==> config.mk <==
export PLATFORM = sky130hd
export DESIGN_NAME = adc_enable_qualifier
export DESIGN_NICKNAME = d
export VERILOG_FILES = /design/src/rtl/qual_pkg.sv /design/src/rtl/qual_port_mux.sv /design/src/rtl/qual_enable_decoder.sv /design/src/rtl/qual_sample_reg.sv /design/src/rtl/adc_enable_qualifier.sv
export SDC_FILE = /design/constraint.sdc
export NUM_CORES = 1
export LEC_CHECK = 0
export BUFFER_PORTS_ARGS = -buffer_cell sky130_fd_sc_hd__clkbuf_2
export CAP_MARGIN = 0
export CORE_MARGIN = 5
export CORE_UTILIZATION = 38
export CTS_CLUSTER_SIZE = 20
export DETAILED_ROUTE_END_ITERATION = 8
export HOLD_SLACK_MARGIN = 0.05
export PLACE_DENSITY = 0.78
export SETUP_SLACK_MARGIN = 0.1
export SLEW_MARGIN = 30
export SYNTH_ARGS = -nofsm -noshare
export SYNTH_HDL_FRONTEND = slang
export SYNTH_SLANG_ARGS = --single-unit
==> constraint.sdc <==
create_clock -name clk_i -period 1.4 [get_ports clk_i]
set_input_delay 0.14 -clock clk_i [delete_from_list [all_inputs] [get_ports clk_i]]
set_output_delay 0.14 -clock clk_i [all_outputs]
set_load 0.01 [all_outputs]
==> src/rtl/qual_pkg.sv <==
package qual_pkg;
  typedef enum logic [1:0] {
    MODE_BLANK = 2'b00,
    MODE_GATED = 2'b01,
    MODE_RISE  = 2'b10,
    MODE_FALL  = 2'b11
  } qual_mode_e;
endpackage

==> src/rtl/qual_port_mux.sv <==
module qual_port_mux #(
  parameter int MANT_W = 14,
  parameter int EXP_W  = 3
) (
  input  logic              sel_i,
  input  logic [MANT_W-1:0] a_mant_i,
  input  logic [EXP_W-1:0]  a_exp_i,
  input  logic              a_en_i,
  input  logic [MANT_W-1:0] b_mant_i,
  input  logic [EXP_W-1:0]  b_exp_i,
  input  logic              b_en_i,
  output logic [MANT_W-1:0] mant_o,
  output logic [EXP_W-1:0]  exp_o,
  output logic              en_o
);
  always_comb begin
    if (sel_i) begin
      mant_o = b_mant_i;
      exp_o  = b_exp_i;
      en_o   = b_en_i;
    end else begin
      mant_o = a_mant_i;
      exp_o  = a_exp_i;
      en_o   = a_en_i;
    end
  end
endmodule

==> src/rtl/qual_enable_decoder.sv <==
module qual_enable_decoder
  import qual_pkg::*;
(
  input  logic       clk_i,
  input  logic       rst_ni,
  input  logic [1:0] mode_i,
  input  logic       en_i,
  output logic       load_o,
  output logic       blank_o,
  output logic       fresh_o,
  output logic       step_o
);
  logic       en_q;
  qual_mode_e mode;

  assign mode = qual_mode_e'(mode_i);

  // previous enable tracked in every mode so a mode change sees true history
  always_ff @(posedge clk_i or negedge rst_ni) begin
    if (!rst_ni) en_q <= 1'b0;
    else         en_q <= en_i;
  end

  always_comb begin
    load_o  = 1'b0;
    blank_o = 1'b0;
    fresh_o = 1'b0;
    step_o  = 1'b0;
    unique case (mode)
      MODE_BLANK: begin
        load_o  = 1'b1;
        blank_o = !en_i;
        fresh_o = en_i;
        step_o  = 1'b1;
      end
      MODE_GATED: begin
        load_o  = en_i;
        fresh_o = en_i;
        step_o  = en_i;
      end
      MODE_RISE: begin
        load_o  = en_i && !en_q;
        fresh_o = en_i && !en_q;
        step_o  = en_i && !en_q;
      end
      MODE_FALL: begin
        load_o  = !en_i && en_q;
        fresh_o = !en_i && en_q;
        step_o  = !en_i && en_q;
      end
      default: ;
    endcase
  end
endmodule

==> src/rtl/qual_sample_reg.sv <==
module qual_sample_reg #(
  parameter int MANT_W = 14,
  parameter int EXP_W  = 3
) (
  input  logic              clk_i,
  input  logic              rst_ni,
  input  logic              load_i,
  input  logic              blank_i,
  input  logic              fresh_i,
  input  logic              step_i,
  input  logic [MANT_W-1:0] mant_i,
  input  logic [EXP_W-1:0]  exp_i,
  output logic [MANT_W-1:0] mant_o,
  output logic [EXP_W-1:0]  exp_o,
  output logic              capture_o,
  output logic              nco_step_o,
  output logic              proc_en_o
);
  always_ff @(posedge clk_i or negedge rst_ni) begin
    if (!rst_ni) begin
      mant_o     <= '0;
      exp_o      <= '0;
      capture_o  <= 1'b0;
      nco_step_o <= 1'b0;
      proc_en_o  <= 1'b0;
    end else begin
      if (load_i) begin
        mant_o <= blank_i ? '0 : mant_i;
        exp_o  <= blank_i ? '0 : exp_i;
      end
      capture_o  <= fresh_i;
      nco_step_o <= step_i;
      proc_en_o  <= 1'b1;
    end
  end
endmodule

==> src/rtl/adc_enable_qualifier.sv <==
module adc_enable_qualifier #(
  parameter int MANT_W   = 14,
  parameter int EXP_W    = 3,
  parameter int NUM_SYNC = 4,
  localparam int SYNC_SEL_W = (NUM_SYNC > 1) ? $clog2(NUM_SYNC) : 1
) (
  input  logic                  clk_i,
  input  logic                  rst_ni,
  input  logic                  port_sel_i,
  input  logic [1:0]            mode_i,
  input  logic [SYNC_SEL_W-1:0] sync_sel_i,
  input  logic [MANT_W-1:0]     a_mant_i,
  input  logic [EXP_W-1:0]      a_exp_i,
  input  logic                  a_en_i,
  input  logic [MANT_W-1:0]     b_mant_i,
  input  logic [EXP_W-1:0]      b_exp_i,
  input  logic                  b_en_i,
  input  logic [NUM_SYNC-1:0]   sync_i,
  output logic [MANT_W-1:0]     mant_o,
  output logic [EXP_W-1:0]      exp_o,
  output logic                  capture_o,
  output logic                  nco_step_o,
  output logic                  proc_en_o,
  output logic                  sync_o
);
  logic [MANT_W-1:0] sel_mant;
  logic [EXP_W-1:0]  sel_exp;
  logic              sel_en;
  logic              load, blank, fresh, step;

  qual_port_mux #(.MANT_W(MANT_W), .EXP_W(EXP_W)) u_mux (
    .sel_i   (port_sel_i),
    .a_mant_i(a_mant_i), .a_exp_i(a_exp_i), .a_en_i(a_en_i),
    .b_mant_i(b_mant_i), .b_exp_i(b_exp_i), .b_en_i(b_en_i),
    .mant_o  (sel_mant), .exp_o(sel_exp), .en_o(sel_en)
  );

  qual_enable_decoder u_dec (
    .clk_i  (clk_i),
    .rst_ni (rst_ni),
    .mode_i (mode_i),
    .en_i   (sel_en),
    .load_o (load),
    .blank_o(blank),
    .fresh_o(fresh),
    .step_o (step)
  );

  qual_sample_reg #(.MANT_W(MANT_W), .EXP_W(EXP_W)) u_reg (
    .clk_i     (clk_i),
    .rst_ni    (rst_ni),
    .load_i    (load),
    .blank_i   (blank),
    .fresh_i   (fresh),
    .step_i    (step),
    .mant_i    (sel_mant),
    .exp_i     (sel_exp),
    .mant_o    (mant_o),
    .exp_o     (exp_o),
    .capture_o (capture_o),
    .nco_step_o(nco_step_o),
    .proc_en_o (proc_en_o)
  );

  assign sync_o = sync_i[sync_sel_i];
endmodule

==> results of run 1 <==
-- state kept, by name, summed over array words and instances (netlist names) --
signal and cells:
u_reg.nco_step_o 1, u_reg.capture_o 1, u_reg.proc_en_o 1, u_reg.mant_o 14, u_reg.exp_o 3, u_dec.en_q 1
-- area by class of cell --
class | count | area share (%)
inverters | 1 | 0.235
repair buffers | 75 | 26.4
multi-input cells | 60 | 36.4
well taps | 31 | 2.43
flip-flops and latches | 21 | 32.9
clock buffers | 4 | 1.64
-- Yosys cell counts --
library cell  number
mux2i_4            1
nor2_1            18
inv_1              1
mux2_2             8
mux2_4            10
mux4_2             1
nand3_1            1
buf_4              1
conb_1             1
o21a_1             1
dfrtp_1           21
nor2_4             1
mux2i_1           17
nor3_4             1
buf_2              1
buf_6              2
-- power by group through the flow --
| stage | clock [W] | sequential (W) | combinational, W |
|---|---|---|---|
| floorplan | 0 | 0.000816 | 0.000258 |
| global placement | 0 | 0.000773 | 0.000528 |
| detailed placement | 0 | 0.000776 | 0.000548 |
| CTS | 0.000285 | 0.000766 | 0.000572 |
| global route | 0.000317 | 0.000779 | 0.000607 |
| finish | 0.000271 | 0.000766 | 0.000560 |
-- worst max-delay path: cells and delay by family, from the launching register on --
kind | cells | cell delay, ns
buffers and inverters | 1 | 0.15
DFF | 1 | 0.39
muxes | 2 | 0.47
and+or+nand+nor | 1 | 0.07
AOI/OAI and AO/OA | 1 | 0.20
-- stage by stage --
| step | cells | total power [W] | hold slack, ns | utilization, % |
|---|---|---|---|---|
| after global routing | 192 | 0.00170 | 0.207 | 57.0 |
| after CTS | 192 | 0.00162 | 0.214 | 57.0 |
| final | 192 | 0.00160 | 0.213 | 57.0 |
| after global placement | 186 | 0.00130 | 0.125 | 54.9 |
| after floorplan | 86 | 0.00107 | -0.156 | - |
| after detailed placement | 186 | 0.00132 | 0.135 | 54.9 |
-- per-layer routing --
layer	vias up	part of all wire, %	global-route usage [%]
li1	446	-	-
met1	419	40	15.7
met2	37	50	22.7
met3	6	8.2	3.97
met4	0	2.0	4.75
met5	-	0	0
-- worst min-delay path by stage --
| stage | to | slack [ns] | cells after the start |
|---|---|---|---|
| 2_1_floorplan | u_dec.en_q$_DFF_PN0_ | -0.16 | 0 |
| 3_5_place_dp | u_reg.proc_en_o$_DFF_PN0_ | 0.14 | 1 |
| 5_1_grt | u_reg.mant_o[8]$_DFFE_PN0P_ | 0.21 | 4 |
| 6_report | u_reg.mant_o[1]$_DFFE_PN0P_ | 0.21 | 4 |
| 3_3_place_gp | u_reg.proc_en_o$_DFF_PN0_ | 0.12 | 1 |
| 4_1_cts | u_reg.mant_o[1]$_DFFE_PN0P_ | 0.21 | 4 |
-- kinds of logic after synthesis --
family	Yosys count
multiplexers	37
flip-flops	21
AND/OR/NAND/NOR	21
buffers and inverters	5
AO/OA/AOI/OAI	1
other	1
-- repair_timing --
item,in CTS,in global routing
setup buffers,1,0
hold buffers,1,0
gates resized for setup,4,0
setup endpoints to repair,17,17
endpoints found under the hold margin,21,0
==> results.md, run 1 <==
* Result of the run: completed
* Grt ovf at 0
* Post-route setup slack at 0.00000566 ns
* Worst R2R Start: u_dec.en_q$_DFF_PN0_
* Count of filler cells inserted in the layout at 239
* Delay of the slowest cell on the worst path at 0.39 ns
* Hold Vio Cnt, Final at 0
* Final TNS setup at 0 ns
* Most common cell after layout, fill and taps aside: clkbuf_2
* Endpoint class of the critical path: flip-flop
* Fin area at 1600 um^2
* Highest net fanout along the worst path at 10
* Clock latency on the worst-skew pair at 0.29 ns
* Total number of vias at 908
* Sequential share of power at between 40% and 50%
* Fraction of the cycle the final worst path needs at 100%
* Placeable Area at ~2800 um^2
* Cell types with the largest area share after synthesis: dfrtp_1, mux2i_1, mux2_4
* Register area at ~530 um^2
* Clock Skew at around 0.0027 ns
* Max H-tree Level at 1
* Clock tree from TritonCTS: built
* Area Growth Syn to Fin at 41.4%
* Arrival @ worst endpoint at 1.58 ns
* Basic-gate share of the synthesized area counting and, or, nand and nor cells at 8.85%
* Pre-CTS WS at -0.133 ns
* Effective utilization at floorplan at 40.3%
* Die footprint at 4170 um^2
* CTS root buf: clkbuf_4
* Worst reg2reg endpoint: u_reg.mant_o[6]$_DFFE_PN0P_
* Cell area reported after detailed placement at 1540 um^2
* Data required time at the worst endpoint at 1.58 ns
* Initial DRC count at 28
* Leak pwr at 0.895 nW
* Half-perimeter wire length after detailed placement at 2210 um
* Largest family of logic cells by synthesized area: multiplexers
* Top cell type by total area after synthesis: dfrtp_1
* Number of antenna cells inserted at 0
* DRT Wirelength at 2660 um
* Count of nets left with antenna violations after detail routing at 0
* Area share of the largest cell type after synthesis at 46.5%
* Antenna violations before repair at 0
* Detailed Routing Iterations Pass 1 at 3
* XOR/XNOR Fraction of Synth Area at 0%
* Total number of nets in the final design at 209
* Critical Path Start: u_dec.en_q$_DFF_PN0_
* Area of combinational cells with multiple inputs at 582 um^2
* Slack of the worst reg-to-reg path at 0.000006 ns
* DRC violations left at 0
* Pin count of the biggest net entering global routing at 22
* Summed instance area of the synthesized netlist at 1130 um^2
* Input/output buffers at 67
* Slowest cell on the critical path: dfrtp_1
* Die extent in y at 64.6 um
* Hold Path Class: in2reg
* Share of cell area taken by muxes after synthesis at about two fifths
* Ratio of total power to cell area at approximately 1000 nW/um^2
* Unrepaired setup endpoints after global routing: yes
* Least-Margin Pin Slew at between 0.5 and 0.6 ns
* Flop and latch count out of synthesis at 21
* Synth Area per Inst at 13.2 um^2
* Switch Pwr at 0.000456 W
* Startpoint of the lowest-slack hold path: a_mant_i[1]
* Clock network fraction of design power at 17.0%
* Cells after Synth at 86
* Chain of cells forming the critical path: o21a_1 > mux2i_4 > nor2_4 > buf_12 > mux2_4
* Final weighted congestion of routability-driven global placement at 0.770
* Commonest cells after routing, fill and taps aside: clkbuf_2, dfrtp_1, nor2_1, mux2i_1, mux2_4
* Die width at 64.6 um
* Internal portion of total power at around 0.0011 W
* Minimum clock period after layout at 1.40 ns
* Classification of the worst setup path: reg2reg
* Global Route Usage Sum at 13.2%
* Clock-pin slew on the worst setup and hold paths at 0.11 ns
* Worst slew margin at 66.0%
* Category of the worst setup path launch point: flip-flop
* Sequential share of the synthesized area at approximately 46%
* Net count after synthesis at between 100 and 150
* Final count of pins violating max slew at 0
* Global-route wire length before repair at 4340 um
* Timing endpoint of the critical path: u_reg.mant_o[6]$_DFFE_PN0P_
* Row Count at 19
* Adder-cell share of the synthesized area at 0%
* Number of ports placed on the die boundary at 68
* Fmax achieved at between 0.7 and 0.8 GHz
* Post-detailed-route wirelength per cell at 13.8 um
* Number of buffers created by CTS at 3
* Vias per inst at 4.73
* Vias in the first global route at 978
* Maximum buffer depth of the clock tree at 2
* Area fraction in compound gates after synthesis at 0.664%
* Maximum VDD drop at 0.000337 V
* Number of cells on the worst reg-to-reg path at 5
* Number of setup violations in the final report at 0
* Number of clock sinks at 21
* Switching Fraction at 28.5%
* Part of the power in combinational logic at between 30% and 40%
* Max-Cap Viols at 0
* Synth warn at 0
* Share of post-route cells with drive strength above 1 at 62.1%
* Number of distinct library cells after synthesis at 16
Note: power is estimated with default switching activity, not from simulation.
==> inputs of run 2 (changes only) <==
--- a/config.mk
+++ b/config.mk
@@ -8,11 +8,11 @@
 export BUFFER_PORTS_ARGS = -buffer_cell sky130_fd_sc_hd__clkbuf_2
 export CAP_MARGIN = 0
 export CORE_MARGIN = 5
-export CORE_UTILIZATION = 38
+export CORE_UTILIZATION = 42
 export CTS_CLUSTER_SIZE = 20
 export DETAILED_ROUTE_END_ITERATION = 8
 export HOLD_SLACK_MARGIN = 0.05
-export PLACE_DENSITY = 0.78
+export PLACE_DENSITY = 0.81
 export SETUP_SLACK_MARGIN = 0.1
 export SLEW_MARGIN = 30
 export SYNTH_ARGS = -nofsm -noshare
==> constraint.sdc (replaced) <==
create_clock -name clk_i -period 1.3 [get_ports clk_i]
set_input_delay 0.13 -clock clk_i [delete_from_list [all_inputs] [get_ports clk_i]]
set_output_delay 0.13 -clock clk_i [all_outputs]
set_load 0.01 [all_outputs]
==> run 2 against run 1 <==
Effect of this change: routed wire length shrank 6.3%; largest cell class unchanged; critical endpoint is now u_reg.mant_o[9]$_DFFE_PN0P_; cell count grew 1.0%; clock skew up 0.0021 ns; the flow now finishes with violations (setup timing).
==> results.md, run 2 (synthesis gave the netlist of run 1 again) <==
* Result of the run: finished with violations
* Failing checks: setup timing
* Global-route wire length before repair at 3900 um
* Data required time at the worst endpoint at 1.49 ns
* Worst R2R Start: u_dec.en_q$_DFF_PN0_
* Ratio of total power to cell area at 1060 nW/um^2
* Critical Path Start: u_dec.en_q$_DFF_PN0_
* Number of antenna cells inserted at 0
* Post-detailed-route wirelength per cell at 12.8 um
* Final weighted congestion of routability-driven global placement at 0.714
* Worst reg2reg endpoint: u_reg.mant_o[9]$_DFFE_PN0P_
* Setup Buffers After CTS at 0
* Clock tree from TritonCTS: built
* Maximum buffer depth of the clock tree at 2
* Final count of pins violating max slew at 0
* Fraction of the cycle the final worst path needs at 107%
* Share of post-route cells with drive strength above 1 at 63.4%
* Commonest cells after routing, fill and taps aside: clkbuf_2, dfrtp_1, nor2_1, mux2i_1, mux2_4
* Delay of the slowest cell on the worst path at 0.40 ns
* Number of flip-flops in the largest register at 14
* Die footprint at 3830 um^2
* Slack of the worst reg-to-reg path at -0.09 ns
* Registers with the most flip-flops: u_reg.mant_o x14, u_reg.exp_o x3
* Clock-pin slew on the worst setup and hold paths at 0.11 ns
* Worst Hold Slack at 0.182 ns
* Max H-tree Level at 1
* Chain of cells forming the critical path: o21a_1 > mux2i_4 > nor2_4 > buf_12 > mux2_4
* Total number of vias at 925
* DRC violations left at 0
* Number of ports placed on the die boundary at 68
* Final TNS setup at -1.24 ns
* Detailed Routing Iterations Pass 1 at 4
* Cell area reported after detailed placement at 1570 um^2
* Placeable Area at ~2500 um^2
* Slowest cell on the critical path: dfrtp_1
* Unrepaired setup endpoints after global routing: yes
* Timing endpoint of the critical path: u_reg.mant_o[9]$_DFFE_PN0P_
* Most common cell after layout, fill and taps aside: clkbuf_2
* Area Growth Syn to Fin at 42.4%
* Pin count of the biggest net entering global routing at 22
* Grt ovf at 0
* Minimum clock period after layout at approximately 1.4 ns
* Clock latency on the worst-skew pair at 0.30 ns
* Largest reg by FF count: u_reg.mant_o
* Vias per inst at ~4.8
* CTS root buf: clkbuf_4
* Die width at 61.9 um
* Input/output buffers at 67
* Fin area at 1610 um^2
* Fmax achieved at around 0.7 GHz
* Effective utilization at floorplan at 44.8%
* Total number of nets in the final design at 212
* Hold Path Class: in2reg
* Endpoint class of the critical path: flip-flop
* Global Route Usage Sum at 13.9%
* DRT Wirelength at 2490 um
* Initial DRC count at 19
* Vias in the first global route at 915
* Leak pwr at roughly 0.9 nW
* Post-route setup slack at -0.0942 ns
* Pre-CTS WS at -0.236 ns
* Row Count at 18
* Classification of the worst setup path: reg2reg
* Category of the worst setup path launch point: flip-flop
* Number of setup violations in the final report at 17
* Max-Cap Viols at 0
* Hold Vio Cnt, Final at 0
* Antenna violations before repair at 0
* Count of nets left with antenna violations after detail routing at 0
* Half-perimeter wire length after detailed placement at about 2100 um
* Die extent in y at ~62 um
* Number of buffers created by CTS at 3
* Clock Skew at 0.00477 ns
* Highest net fanout along the worst path at 9
* Maximum VDD drop at 0.000518 V
* Fin util at 63.8%
* Number of clock sinks at 21
* Number of cells on the worst reg-to-reg path at 5
* Arrival @ worst endpoint at 1.59 ns
[run 2: changes by cell type in the layout (fill, tap and decap cells not counted)]
cell      previous run  this run
buf_4                5         7
mux2_2               4         8
mux2_4              14        10
clkinv_2             0         1
buf_6                0         1
clkbuf_1             1         0
[run 2: area by class of cell]
class                           count  area, um^2
Timing Repair Buffer               78         449
Inverter                            1        3.75
Sequential cell                    21         526
Fill cell                         204         912
Multi-Input combinational cell     60         567
Clock inverter                      1        5.00
Tap cell                           30        37.5
Clock buffer                        3        22.5
[run 2: worst max-delay path: cells and delay by family, from the launching register on]
family	cells	cell delay [ns]
muxes	2	0.47
DFF	1	0.40
AOI/OAI and AO/OA	1	0.20
buffers and inverters	1	0.15
and+or+nand+nor	1	0.07
[run 2: where the power goes]
group | internal [W] | total [W] | switching (W)
Clock | 0.000115 | 0.000303 | 0.000188
Combinational | 0.000344 | 0.000595 | 0.000251
Sequential | 0.000762 | 0.000817 | 0.0000553
[run 2: what timing repair did]
item,4_1_cts,5_1_grt
endpoints found under the hold margin,21,0
hold buffers,1,0
cloned,0,0
endpoints found under the setup margin,18,18
resized for setup,1,0
[run 2: worst min-delay path by stage]
stage / startpoint / endpoint / slack, ns / cells past startpoint
2_1_floorplan: rst_ni / u_dec.en_q$_DFF_PN0_ / -0.17 / 0
3_3_place_gp: rst_ni / u_reg.mant_o[3]$_DFFE_PN0P_ / 0.11 / 1
3_5_place_dp: rst_ni / u_reg.mant_o[3]$_DFFE_PN0P_ / 0.12 / 1
4_1_cts: mode_i[1] / u_reg.capture_o$_DFF_PN0_ / 0.17 / 3
5_1_grt: a_en_i / u_reg.capture_o$_DFF_PN0_ / 0.18 / 3
6_report: mode_i[1] / u_reg.capture_o$_DFF_PN0_ / 0.18 / 3
[run 2: stage by stage]
step	std cells	total power (W)
global route	194	0.00182
finish	194	0.00171
detailed placement	189	0.00143
CTS	194	0.00175
floorplan	86	0.00116
global placement	189	0.00141
[run 2: metal layers]
metal / vias to the layer above / track usage (%) / wire length, um
met5: - / 0 / 0
li1: 455 / - / -
met3: 2 / 4.13 / 299
met1: 418 / 17.7 / 1030
met2: 50 / 22.7 / 1150
met4: 0 / 4.55 / 10
==> inputs of run 3 (changes only) <==
--- a/config.mk
+++ b/config.mk
@@ -8,11 +8,12 @@
 export BUFFER_PORTS_ARGS = -buffer_cell sky130_fd_sc_hd__clkbuf_2
 export CAP_MARGIN = 0
 export CORE_MARGIN = 5
-export CORE_UTILIZATION = 42
+export CORE_UTILIZATION = 44
+export CTS_BUF_LIST = sky130_fd_sc_hd__clkbuf_4
 export CTS_CLUSTER_SIZE = 20
 export DETAILED_ROUTE_END_ITERATION = 8
 export HOLD_SLACK_MARGIN = 0.05
-export PLACE_DENSITY = 0.81
+export PLACE_DENSITY = 0.84
 export SETUP_SLACK_MARGIN = 0.1
 export SLEW_MARGIN = 30
 export SYNTH_ARGS = -nofsm -noshare
==> run 3 against run 2 <==
Effect of this change: sequential share of layout area is essentially flat; largest power group unchanged; combinational power barely moved; sequential cell count unchanged; highest routed layer unchanged; the run still ends with setup timing left; hold slack better by 0.018 ns; die area down 3.8%; power rose by 2.0%; via count up 5.2%; clock power rose by 8.9%; sequential power is 1% higher; critical path depth unchanged; largest cell class unchanged; utilization increased by 1.1 points.
==> results.md, run 3 (synthesis gave the netlist of run 1 again) <==
* Worst Hold Slack at 0.201 ns
* Registers with the most flip-flops: u_reg.mant_o x14, u_reg.exp_o x3
* Switch Pwr at between 0.0005 and 0.0006 W
* Global-route wire length before repair at 4200 um
* Area Growth Syn to Fin at 42.3%
* Effective utilization at floorplan at 45.7%
* Post-route setup slack at -0.0986 ns
* Maximum buffer depth of the clock tree at 2
* Worst slew margin at 65.9%
* Initial DRC count at 23
* Vias per inst at 5.02
* Hold-critical path endpoint: u_reg.mant_o[4]$_DFFE_PN0P_
* Classification of the worst setup path: reg2reg
* Switching Fraction at 28.9%
* Slack of the worst reg-to-reg path at -0.1 ns
* Half-perimeter wire length after detailed placement at 2180 um
* Minimum clock period after layout at 1.40 ns
* Maximum VDD drop at 0.000629 V
* Fraction of the cycle the final worst path needs at 108%
* Worst reg2reg endpoint: u_reg.mant_o[6]$_DFFE_PN0P_
* Final count of pins violating max slew at 0
* Clock-pin slew on the worst setup and hold paths at 0.11 ns
* Largest reg by FF count: u_reg.mant_o
* Endpoint class of the critical path: flip-flop
* Placeable Area at 2480 um^2
* Row Count at 18
* Global Route Usage Sum at approximately 15%
* Result of the run: finished with violations
* DRT Wirelength at roughly 2700 um
* Pre-CTS WS at -0.216 ns
* Part of the power in combinational logic at 34.0%
* Buffers and inverters on the worst path at 1
* Number of cells on the worst reg-to-reg path at 5
* Most common cell after layout, fill and taps aside: clkbuf_2
* Least-Margin Pin Slew at 0.512 ns
* Die extent in y at about 61 um
* Sequential share of power at 47.2%
* Number of clock sinks at 21
* Grt ovf at 0
* Delay of the slowest cell on the worst path at slightly below 0.4 ns
* Chain of cells forming the critical path: o21a_1 > mux2i_4 > nor2_4 > buf_12 > mux2_4
* Worst hold path stage count at 4
* Final TNS setup at -1.26 ns
* Post-detailed-route wirelength per cell at 13.8 um
* Clock network fraction of design power at between 10% and 20%
* Number of flip-flops in the largest register at 14
* Max H-tree Level at 1
* Total number of vias at 973
* Unrepaired setup endpoints after global routing: yes
* Cell area reported after detailed placement at 1550 um^2
* Pin count of the biggest net entering global routing at 22
* Internal portion of total power at 0.00124 W
* Final weighted congestion of routability-driven global placement at 0.673
* Die width at 60.7 um
* Commonest cells after routing, fill and taps aside: clkbuf_2, dfrtp_1, nor2_1, mux2i_1, mux2_4
* Data required time at the worst endpoint at 1.49 ns
* Startpoint of the lowest-slack hold path: a_mant_i[4]
* Number of antenna cells inserted at 0
* Share of post-route cells with drive strength above 1 at 63.4%
* Number of buffers created by CTS at 3
* Failing checks: setup timing
* Highest net fanout along the worst path at 10
* Number of setup violations in the final report at 17
* Count of nets left with antenna violations after detail routing at 0
* Hold Vio Cnt, Final at 0
* Clock tree from TritonCTS: built
* Vias in the first global route at 972
* Antenna violations before repair at 0
* CTS root buf: clkbuf_4
* Number of ports placed on the die boundary at 68
* Arrival @ worst endpoint at 1.59 ns
* DRC violations left at 0
* Leak pwr at 0.897 nW
* Finished Layout Cells at 194
* Total instance count after detailed placement at 187
* Clock Skew at 0.00480 ns
* Total number of nets in the final design at 212
* Fin area at 1610 um^2
* Slowest cell on the critical path: dfrtp_1
* Category of the worst setup path launch point: flip-flop
* Ratio of total power to cell area at 1090 nW/um^2
* Hold Path Class: in2reg
* Post-CTS resize count at 0
* Die footprint at 3680 um^2
* Fmax achieved at 0.715 GHz
* Clock latency on the worst-skew pair at 0.30 ns
* Detailed Routing Iterations Pass 1 at 2
* Input/output buffers at 67
* Max-Cap Viols at 0
* Worst R2R Start: u_dec.en_q$_DFF_PN0_
* Top delay family on crit path: multiplexers
run 3: changes by cell type in the layout (fill, tap and decap cells not counted):
cell / before / now
buf_4: 7 / 8
buf_6: 1 / 0
clkbuf_4: 3 / 4
clkinv_2: 1 / 0
run 3: timing repair:
item	CTS	global route
hold buffers	1	0
cloned	0	0
setup buffers	1	1
setup endpoints to repair	17	17
endpoints found under the hold margin	21	0
run 3: stage by stage:
step	power [W]	util, %
finish	0.00175	64.9
global route	0.00185	64.9
CTS	0.00178	64.6
detailed placement	0.00143	62.7
global placement	0.00140	62.7
floorplan	0.00116	-
run 3: how the worst max path moves through the flow:
stage	startpoint	end	depth (start not counted)
CTS	u_dec.en_q$_DFF_PN0_	u_reg.exp_o[1]$_DFFE_PN0P_	5
global placement	port_sel_i	u_reg.mant_o[8]$_DFFE_PN0P_	6
floorplan	port_sel_i	u_reg.exp_o[0]$_DFFE_PN0P_	6
global route	u_dec.en_q$_DFF_PN0_	u_reg.mant_o[7]$_DFFE_PN0P_	5
detailed placement	port_sel_i	u_reg.mant_o[2]$_DFFE_PN0P_	6
finish	u_dec.en_q$_DFF_PN0_	u_reg.mant_o[6]$_DFFE_PN0P_	5
run 3: worst min-delay path, delay by kind of cell:
| kind | cells | cell delay, ns |
|---|---|---|
| buf+inv | 1 | 0.08 |
| mux | 2 | 0.19 |
| simple gates | 1 | 0.07 |
run 3: metal layers:
layer / up-vias / GRT usage (%) / routed length (um) / part of all wire [%]
met5: - / 0 / 0 / 0
met3: 4 / 4.26 / 322 / 12
met2: 52 / 25.2 / 1240 / 46
met1: 464 / 19.4 / 1090 / 41
li1: 453 / - / - / -
met4: 0 / 6.50 / 26 / 0.97
run 3: cell type report:
| type | instances | area [um^2] |
|---|---|---|
| flip-flops and latches | 21 | 526 |
| fillers | 220 | 868 |
| well taps | 30 | 37.5 |
| clock buffers | 4 | 30.0 |
| repair buffers | 78 | 445 |
| multi-input cells | 60 | 567 |
| inverters | 1 | 3.75 |
run 3: power by group through the flow:
| stage | registers [W] | logic [W] | clock network [W] |
|---|---|---|---|
| 2_1_floorplan | 0.000879 | 0.000278 | 0 |
| 3_3_place_gp | 0.000832 | 0.000572 | 0 |
| 3_5_place_dp | 0.000835 | 0.000596 | 0 |
| 4_1_cts | 0.000826 | 0.000600 | 0.000352 |
| 5_1_grt | 0.000837 | 0.000647 | 0.000369 |
| 6_report | 0.000825 | 0.000594 | 0.000330 |
